**src/rtl/amul_pkg.sv**
```systemverilog
package amul_pkg;
  // Operand width used by default across the multiplier.
  parameter int unsigned AMUL_W = 3;

  // Full-adder count of a ripple array multiplier of width w.
  function automatic int unsigned amul_fa_count(input int unsigned w);
    return w * (w - 1);
  endfunction

  // Largest possible product for width w.
  function automatic int unsigned amul_max_prod(input int unsigned w);
    return ((1 << w) - 1) * ((1 << w) - 1);
  endfunction
endpackage

```
**src/rtl/amul_full_adder.sv**
```systemverilog
module amul_full_adder (
  input  logic x_i,
  input  logic y_i,
  input  logic c_i,
  output logic s_o,
  output logic c_o
);
  logic half_sum;

  always_comb begin
    half_sum = x_i ^ y_i;
    s_o      = half_sum ^ c_i;
    c_o      = (x_i & y_i) | (c_i & half_sum);
  end
endmodule

```
**src/rtl/amul_and_plane.sv**
```systemverilog
module amul_and_plane #(
  parameter int unsigned N = amul_pkg::AMUL_W
) (
  input  logic [N-1:0] a_i,
  input  logic [N-1:0] b_i,
  output logic [N-1:0] pp_o [N]
);
  // pp_o[r][j] = a[j] & b[r] : one two-input AND gate per term.
  for (genvar r = 0; r < N; r++) begin : g_row
    for (genvar j = 0; j < N; j++) begin : g_col
      assign pp_o[r][j] = a_i[j] & b_i[r];
    end
  end
endmodule

```
**src/rtl/amul_adder_row.sv**
```systemverilog
module amul_adder_row #(
  parameter int unsigned N = amul_pkg::AMUL_W
) (
  input  logic [N-1:0] pp_i,
  input  logic [N-1:0] acc_i,
  output logic         lo_o,
  output logic [N-1:0] acc_o
);
  logic [N-1:0] sum;
  logic [N-1:0] cy;

  for (genvar j = 0; j < N; j++) begin : g_fa
    logic cin;
    if (j == 0) begin : g_first
      assign cin = 1'b0;  // unused carry input tied low
    end else begin : g_chain
      assign cin = cy[j-1];
    end
    amul_full_adder u_fa (
      .x_i (pp_i[j]),
      .y_i (acc_i[j]),
      .c_i (cin),
      .s_o (sum[j]),
      .c_o (cy[j])
    );
  end

  // The lowest sum is a finished product bit; the rest shift down one place.
  assign lo_o = sum[0];
  for (genvar j = 0; j < N - 1; j++) begin : g_shift
    assign acc_o[j] = sum[j+1];
  end
  assign acc_o[N-1] = cy[N-1];
endmodule

```
**src/rtl/amul3.sv**
```systemverilog
module amul3 #(
  parameter int unsigned N = amul_pkg::AMUL_W
) (
  input  logic [N-1:0]   mcand,
  input  logic [N-1:0]   mplier,
  output logic [2*N-1:0] prod
);
  logic [N-1:0] pp  [N];
  logic [N-1:0] acc [N];
  logic [N-1:0] lo;

  amul_and_plane #(.N(N)) u_plane (
    .a_i  (mcand),
    .b_i  (mplier),
    .pp_o (pp)
  );

  // Row zero: its bit 0 is final; the rest seed the first adder row.
  assign lo[0]  = pp[0][0];
  assign acc[0] = {1'b0, pp[0][N-1:1]};

  for (genvar r = 1; r < N; r++) begin : g_rows
    amul_adder_row #(.N(N)) u_row (
      .pp_i  (pp[r]),
      .acc_i (acc[r-1]),
      .lo_o  (lo[r]),
      .acc_o (acc[r])
    );
  end

  assign prod = {acc[N-1], lo};
endmodule

```
**config.mk**
```make
export PLATFORM = sky130hd
export DESIGN_NAME = amul3
export DESIGN_NICKNAME = d
export VERILOG_FILES = /design/src/rtl/amul_pkg.sv /design/src/rtl/amul_full_adder.sv /design/src/rtl/amul_and_plane.sv /design/src/rtl/amul_adder_row.sv /design/src/rtl/amul3.sv
export SDC_FILE = /design/constraint.sdc
export NUM_CORES = 1
export LEC_CHECK = 0
export BUFFER_PORTS_ARGS = -buffer_cell sky130_fd_sc_hd__buf_4
export CAP_MARGIN = 20
export CORE_AREA = 2 2 39 41
export DETAILED_ROUTE_END_ITERATION = 8
export DIE_AREA = 0 0 41 43
export GPL_ROUTABILITY_DRIVEN = 0
export GPL_TIMING_DRIVEN = 0
export PLACE_DENSITY = 0.43
export SYNTH_ARGS = -nofsm -noshare
export SYNTH_HDL_FRONTEND = slang
export SYNTH_SLANG_ARGS = --single-unit
```
**constraint.sdc**
```tcl
create_clock -name vclk -period 3.4
set_input_delay 0.51 -clock vclk [all_inputs]
set_output_delay 0.51 -clock vclk [all_outputs]
set_load 0.02 [all_outputs]
```
# Yosys cells after proc, flatten, opt, wreduce, memory -nomap -nowiden
# Cells that the tools add are included.
# word_totals
out_inout_bits,6
ff_bits,0
in_bits,6
wordCells,30
# classes
bitwise,30
# op_table
op,n
1-bit bitwise AND,18
1-bit XOR,9
1-bit OR,3

# Logic depth before layout (Yosys ltp)
# Gate-level depths: netlist (run 1).
# logic_depth
depth_word,10
mapped_depth,11
mapped_depth_nobuf,10

# By module
# Synthesis (run 1) repeated with hierarchy kept, for this count alone.
# hier_totals
hier_cells,18
area_unflattened_um2,187.7
# modules_own_cells
mod,seq_area_each_um2,n_inst,cells_per_inst,area_per_inst_um2
amul_full_adder,0.0,6,1,20.0
amul_and_plane,0.0,1,9,56.3
amul_adder_row,0.0,2,1,3.8
amul3,0.0,1,1,3.8

# Worst setup path after synthesis (run 1)
# No wires, ideal clock.
# synth_path
kind,in2out
startpoint,input mplier[1]
endpoint,output prod[4]
arrival_ps,2453
t_required_ps,2890
path_slack_ps,437
path_stages,11
n_path_buf,1
cell_sequence,and2_1 -> ha_1 -> inv_1 -> fa_1 -> inv_1 -> ha_1 -> fa_1 -> inv_1 -> fa_1 -> inv_1 -> buf_4
# synth_via
elab_chain_cells,9
elab_cells_between_ends,18
cone_classes,bitwise: 18
# synth_lines
item,line,text
start: declaration,amul3.sv:5,"input logic [N-1:0] mplier,"
1-bit bitwise AND,amul_and_plane.sv:11,assign pp_o[r][j] = a_i[j] & b_i[r];
1-bit bitwise AND / 1-bit XOR (equally long branches),"amul_full_adder.sv:13, amul_full_adder.sv:11",
1-bit bitwise AND,amul_full_adder.sv:13,c_o = (x_i & y_i) | (c_i & half_sum);
1-bit OR,amul_full_adder.sv:13,
1-bit XOR,amul_full_adder.sv:12,s_o = half_sum ^ c_i;
1-bit XOR,amul_full_adder.sv:11,half_sum = x_i ^ y_i;
1-bit bitwise AND,amul_full_adder.sv:13,
1-bit OR,amul_full_adder.sv:13,
1-bit XOR (*),amul_full_adder.sv:12,
end: declaration,amul3.sv:6,output logic [2*N-1:0] prod
# Every way passes the cells marked *; elsewhere a longest branch is shown, timed or not.

# Worst setup path after layout (run 1)
# Ends and elaborated chain as after synthesis.

==> impl_metrics.py, run 1 <==
metrics = {
    "status": {
        "outcome": "complete, no violations",
    },
    "global_routing": {
        "overflow": 0,
        "antenna_found_initial": 0,
        "grt_pass1_vias": 170,
        "grt_max_degree": 4,
        "grt_usage": 0.04714,
        "grt_pass1_wl_microns": 627,
    },
    "yosys": {
        "synth_area_leaders": "fa_1 (29%), and2_1 (18%), buf_4 (18%)",
        "synth.avg_cell_area_sq_um": 7.785,
        "synth_fp_nets": 39,
        "syn_inst": 27,
        "synth-seq-area-share": 0,
        "yosys_warnings": 0,
        "synth_top_area_cell": "fa_1",
        "synth_top_area_frac": 0.2857,
        "ys_types": 6,
        "synth_area_sq_um": 210.2,
    },
    "timing": {
        "finalCritPeriodShare": 0.9364,
        "hold_viol": 0,
        "slew_headroom": 0.9448,
        "period_minus_slack_ns": 3.184,
        "tightest_slew_ns": 0.08259,
        "setup_ws_ns": 0.2163,
        "maxSlewViolCount": 0,
        "max_freq_mhz": 314.1,
        "fin_tns_setup_ns": 0,
        "rsz0062_at_grt": "false",
        "setup-violations-final": 0,
    },
    "cells_and_area": {
        "drive_above_1_share": 0.4359,
        "antenna_cells": 0,
        "nNetsFinal": 53,
        "area_delta_synth_final_pct": 52.38,
        "regArea_sq_um": 0,
        "seq_cell_count": 0,
        "final_util": 0.2315,
        "finalInstanceArea_sq_um": 320.3,
        "final_cell_mix": "buf_4 (17), inv_1 (7), and2_1 (6)",
        "fill_cells": 163,
        "layout.cells.most_common": "buf_4",
        "n_clock_buffer": 0,
    },
    "floorplanning": {
        "dieArea_sq_um": 1763,
        "core_area_sq_um": 1384,
        "dieHeight_microns": 43,
        "initial_utilization": 0.1519,
        "dieWidth_microns": 41,
        "core.rowCount": 14,
        "ios": 12,
    },
    "route": {
        "drt_iter0_markers": 0,
        "vias_per_cell": 3.200,
        "vias": 176,
        "drc": 0,
        "postRouteAntennaNets": 0,
        "drt-pass1-iter-count": 1,
        "avgRoutedWirePerCell_microns": 6.618,
        "drt_wl_total_microns": 364,
    },
    "clock_tree": {
        "hold_buffers": 0,
        "ctsResizeCount": 0,
        "post_cts_buffers": 0,
    },
    "power": {
        "vdd_drop_max_mv": 0.03654,
        "p_leak_nw": 0.1886,
        "power_w": 0.00005393,
        "cellPowerDensity_nw_per_um2": 168.4,
    },
    "placement": {
        "place_area_sq_um": 320.3,
        "pre_cts_ws_ns": 0.2006,
        "io_buffers": 12,
    },
    "setup_path": {
        "worst-path-buf-inv": 7,
        "cpMostUsedCell": "inv_1",
        "cp-start-kind": "input pin",
        "worstPathRequired_ns": 2.89,
        "critPathKind": "input pin to primary output",
        "critPathCaptureType": "primary output",
        "crit_arrival_ns": 2.67,
        "slowest_delay_ns": 0.40,
        "crit_family": "adder cells",
        "slowest_stage": "fa_1",
        "crit_chain": "buf_4, and2_1, ha_1, inv_1, fa_1, inv_1, ha_1, fa_1, inv_1, fa_1, inv_1, buf_4, buf_4",
        "cp_max_fo": 3,
    },
    "worst_hold_path": {
        "hold_path_class": "input pin to primary output",
    },
    "job": {
        "cap_viol_max_count": 0,
    },
}
## Yosys cell counts (all sizes together)
cell type and number:
inv 7, and2 6, buf 5, fa 3, ha 3, nand2 3
## cells by family after synthesis
kind of cell / Yosys count / synth area share
buffers and inverters: 12 / 0.3036
adder cells (fa/ha/maj): 6 / 0.4643
AND/OR/NAND/NOR: 9 / 0.2322
## worst paths after layout
check  startpoint      end  slack (ns)  cells after the start
max     mplier[1]  prod[4]        0.22                     13
min      mcand[0]  prod[0]        1.36                      3
## stage by stage
step,hold slack (ns),std cells
CTS,1.356,55
floorplan,1.203,27
global placement,1.355,55
finish,1.356,55
global route,1.368,55
detailed placement,1.356,55
## per-layer routing
layer | track usage | wire length, microns | up-vias
met5 | 0 | 0 | -
met4 | 0 | 0 | 0
met3 | 0.005236 | 40 | 0
met2 | 0.07813 | 159 | 8
met1 | 0.06731 | 164 | 72
li1 | - | - | 96
## power breakdown
| part | internal (W) | switching (W) | total [W] |
|---|---|---|---|
| sequential | 0 | 0 | 0 |
| combinational | 0.0000295 | 0.0000245 | 0.0000539 |
| clock | 0 | 0 | 0 |
| total | 0.0000295 | 0.0000245 | 0.0000539 |
## area by class of cell
class                           count  area (sq um)  share of cell area
Inverter                            7         26.28             0.08203
Multi-Input combinational cell     15         146.4              0.4570
Timing Repair Buffer               12         90.09              0.2813
Buffer                              5         37.54              0.1172
Tap cell                           16         20.02             0.06250
No activity file was read; power rests on OpenSTA's default activity.
==> inputs of run 2 (changes only) <==
--- a/config.mk
+++ b/config.mk
@@ -5,6 +5,7 @@
 export SDC_FILE = /design/constraint.sdc
 export NUM_CORES = 1
 export LEC_CHECK = 0
+export ABC_AREA = 1
 export BUFFER_PORTS_ARGS = -buffer_cell sky130_fd_sc_hd__buf_4
 export CAP_MARGIN = 20
 export CORE_AREA = 2 2 39 41
@@ -12,7 +13,6 @@
 export DIE_AREA = 0 0 41 43
 export GPL_ROUTABILITY_DRIVEN = 0
 export GPL_TIMING_DRIVEN = 0
-export PLACE_DENSITY = 0.43
 export SYNTH_ARGS = -nofsm -noshare
 export SYNTH_HDL_FRONTEND = slang
 export SYNTH_SLANG_ARGS = --single-unit
==> impl_metrics.py, run 2 <==
metrics = {
    "cells_and_area": {
        "n_clock_buffer": 0,
        "layout.cells.most_common": "buf_4",
        "finalInstanceArea_sq_um": 327.8,
        "seq_cell_count": 0,
        "antenna_cells": 0,
        "fill_cells": 158,
        "nNetsFinal": 59,
        "regArea_sq_um": 0,
        "final_cell_mix": "buf_4 (17), inv_1 (13), nand2_1 (9)",
        "drive_above_1_share": 0.3778,
        "area_delta_synth_final_pct": 50.57,
    },
    "yosys": {
        "synth_fp_nets": 45,
        "yosysMostFrequentCell": "inv_1",
        "synth_top_area_frac": 0.2759,
        "synth-seq-area-share": 0,
        "synth_top_area_cell": "fa_1",
        "syn_inst": 33,
        "synth_area_leaders": "fa_1 (28%), inv_1 (22%), buf_4 (17%)",
        "synth_commonest_cells": "inv_1 (13), nand2_1 (9), buf_4 (5)",
        "ys_types": 5,
        "yosys_warnings": 0,
        "synth.avg_cell_area_sq_um": 6.597,
        "synth_area_sq_um": 217.7,
    },
    "setup_path": {
        "startpoint": "mplier[1]",
        "critPathKind": "input pin to primary output",
        "crit_arrival_ns": 2.65,
        "slowest_stage": "fa_1",
        "crit_chain": "buf_4, nand2_1, inv_1, ha_1, inv_1, fa_1, inv_1, ha_1, fa_1, inv_1, fa_1, inv_1, buf_4, buf_4",
        "cp_max_fo": 3,
        "slowest_delay_ns": 0.47,
        "critPathCaptureType": "primary output",
        "cpMostUsedCell": "inv_1",
        "cp-start-kind": "input pin",
        "worstPathRequired_ns": 2.89,
    },
    "route": {
        "drt_iter0_markers": 0,
        "avgRoutedWirePerCell_microns": 5.689,
        "vias": 197,
        "vias_per_cell": 3.230,
        "drc": 0,
        "postRouteAntennaNets": 0,
        "drt_wl_total_microns": 347,
        "drt-pass1-iter-count": 1,
    },
    "timing": {
        "finalCritPeriodShare": 0.9307,
        "max_freq_mhz": 316.0,
        "fin_tns_setup_ns": 0,
        "setup_ws_ns": 0.2357,
        "hold_viol": 0,
        "slew_headroom": 0.9444,
        "tightest_slew_ns": 0.08315,
        "period_minus_slack_ns": 3.164,
        "maxSlewViolCount": 0,
        "rsz0062_at_grt": "false",
        "setup-violations-final": 0,
    },
    "clock_tree": {
        "hold_buffers": 0,
        "ctsResizeCount": 0,
        "post_cts_buffers": 0,
    },
    "global_routing": {
        "grt_usage": 0.04920,
        "grt_max_degree": 4,
        "overflow": 0,
        "met3_usage": 0.005236,
        "grt_use_met2": 0.08750,
        "grt_use_met1": 0.06431,
        "antenna_found_initial": 0,
        "grt_busiest_layer": "met2",
        "grt_pass1_wl_microns": 669,
        "grt_pass1_vias": 183,
    },
    "floorplanning": {
        "dieArea_sq_um": 1763,
        "dieHeight_microns": 43,
        "ios": 12,
        "initial_utilization": 0.1573,
        "core.rowCount": 14,
        "core_area_sq_um": 1384,
        "dieWidth_microns": 41,
    },
    "status": {
        "outcome": "complete, no violations",
    },
    "placement": {
        "io_buffers": 12,
        "dp_hpwl_microns": 342.6,
        "pre_cts_ws_ns": 0.2174,
        "place_area_sq_um": 327.8,
    },
    "power": {
        "vdd_drop_max_mv": 0.04938,
        "p_leak_nw": 0.2327,
        "cellPowerDensity_nw_per_um2": 166.1,
    },
    "job": {
        "cap_viol_max_count": 0,
    },
    "worst_hold_path": {
        "holdPathStages": 4,
        "hp-start": "mplier[0]",
        "hold_end": "prod[0]",
        "hold_path_class": "input pin to primary output",
    },
}
[run 2: area by class of cell]
| type | instances | area (sq um) | area share |
|---|---|---|---|
| well taps | 16 | 20.02 | 0.06107 |
| multi-input cells | 15 | 131.4 | 0.4008 |
| repair buffers | 12 | 90.09 | 0.2748 |
| plain buffers | 5 | 37.54 | 0.1145 |
| inverters | 13 | 48.80 | 0.1489 |
[run 2: how the worst max path moves through the flow]
stage,endpoint,slack [ns],cells past startpoint
after detailed placement,prod[4],0.22,14
after floorplan,prod[4],0.47,12
after global placement,prod[4],0.24,14
after CTS,prod[4],0.21,14
after global routing,prod[4],0.08,14
final,prod[4],0.24,14
[run 2: worst max-delay path: cells and delay by family]
kind / cells / cell delay, ns
AND/OR/NAND/NOR: 1 / 0.04
adder cells (fa/ha/maj): 5 / 1.54
buffers and inverters: 8 / 0.56
[run 2: per-stage QoR]
stage	total power, W	hold slack [ns]	utilization	std cells
2_1_floorplan	0.00003414	1.142	-	33
3_3_place_gp	0.00005514	1.315	0.2369	61
3_5_place_dp	0.00005547	1.317	0.2369	61
4_1_cts	0.00005574	1.318	0.2369	61
5_1_grt	0.00006116	1.340	0.2369	61
6_report	0.00005445	1.316	0.2369	61
[run 2: cell families (layout without fill, tap and decap cells)]
logic type,Yosys count,count (layout),synth area share
adder cells (fa/ha/maj),6,6,0.4483
buffers and inverters,18,30,0.3966
AND/OR/NAND/NOR,9,9,0.1552
[run 2: power by group]
part / leakage (nW) / switching, W / internal [W]
sequential: 0 / 0 / 0
combinational: 0.233 / 0.0000255 / 0.0000290
clock: 0 / 0 / 0
[run 2: per-layer routing]
layer	share of wire	routed length, microns	vias to the layer above
li1	-	-	108
met1	0.39	136	83
met2	0.50	173	6
met3	0.11	37	0
met4	0	0	0
met5	0	0	-
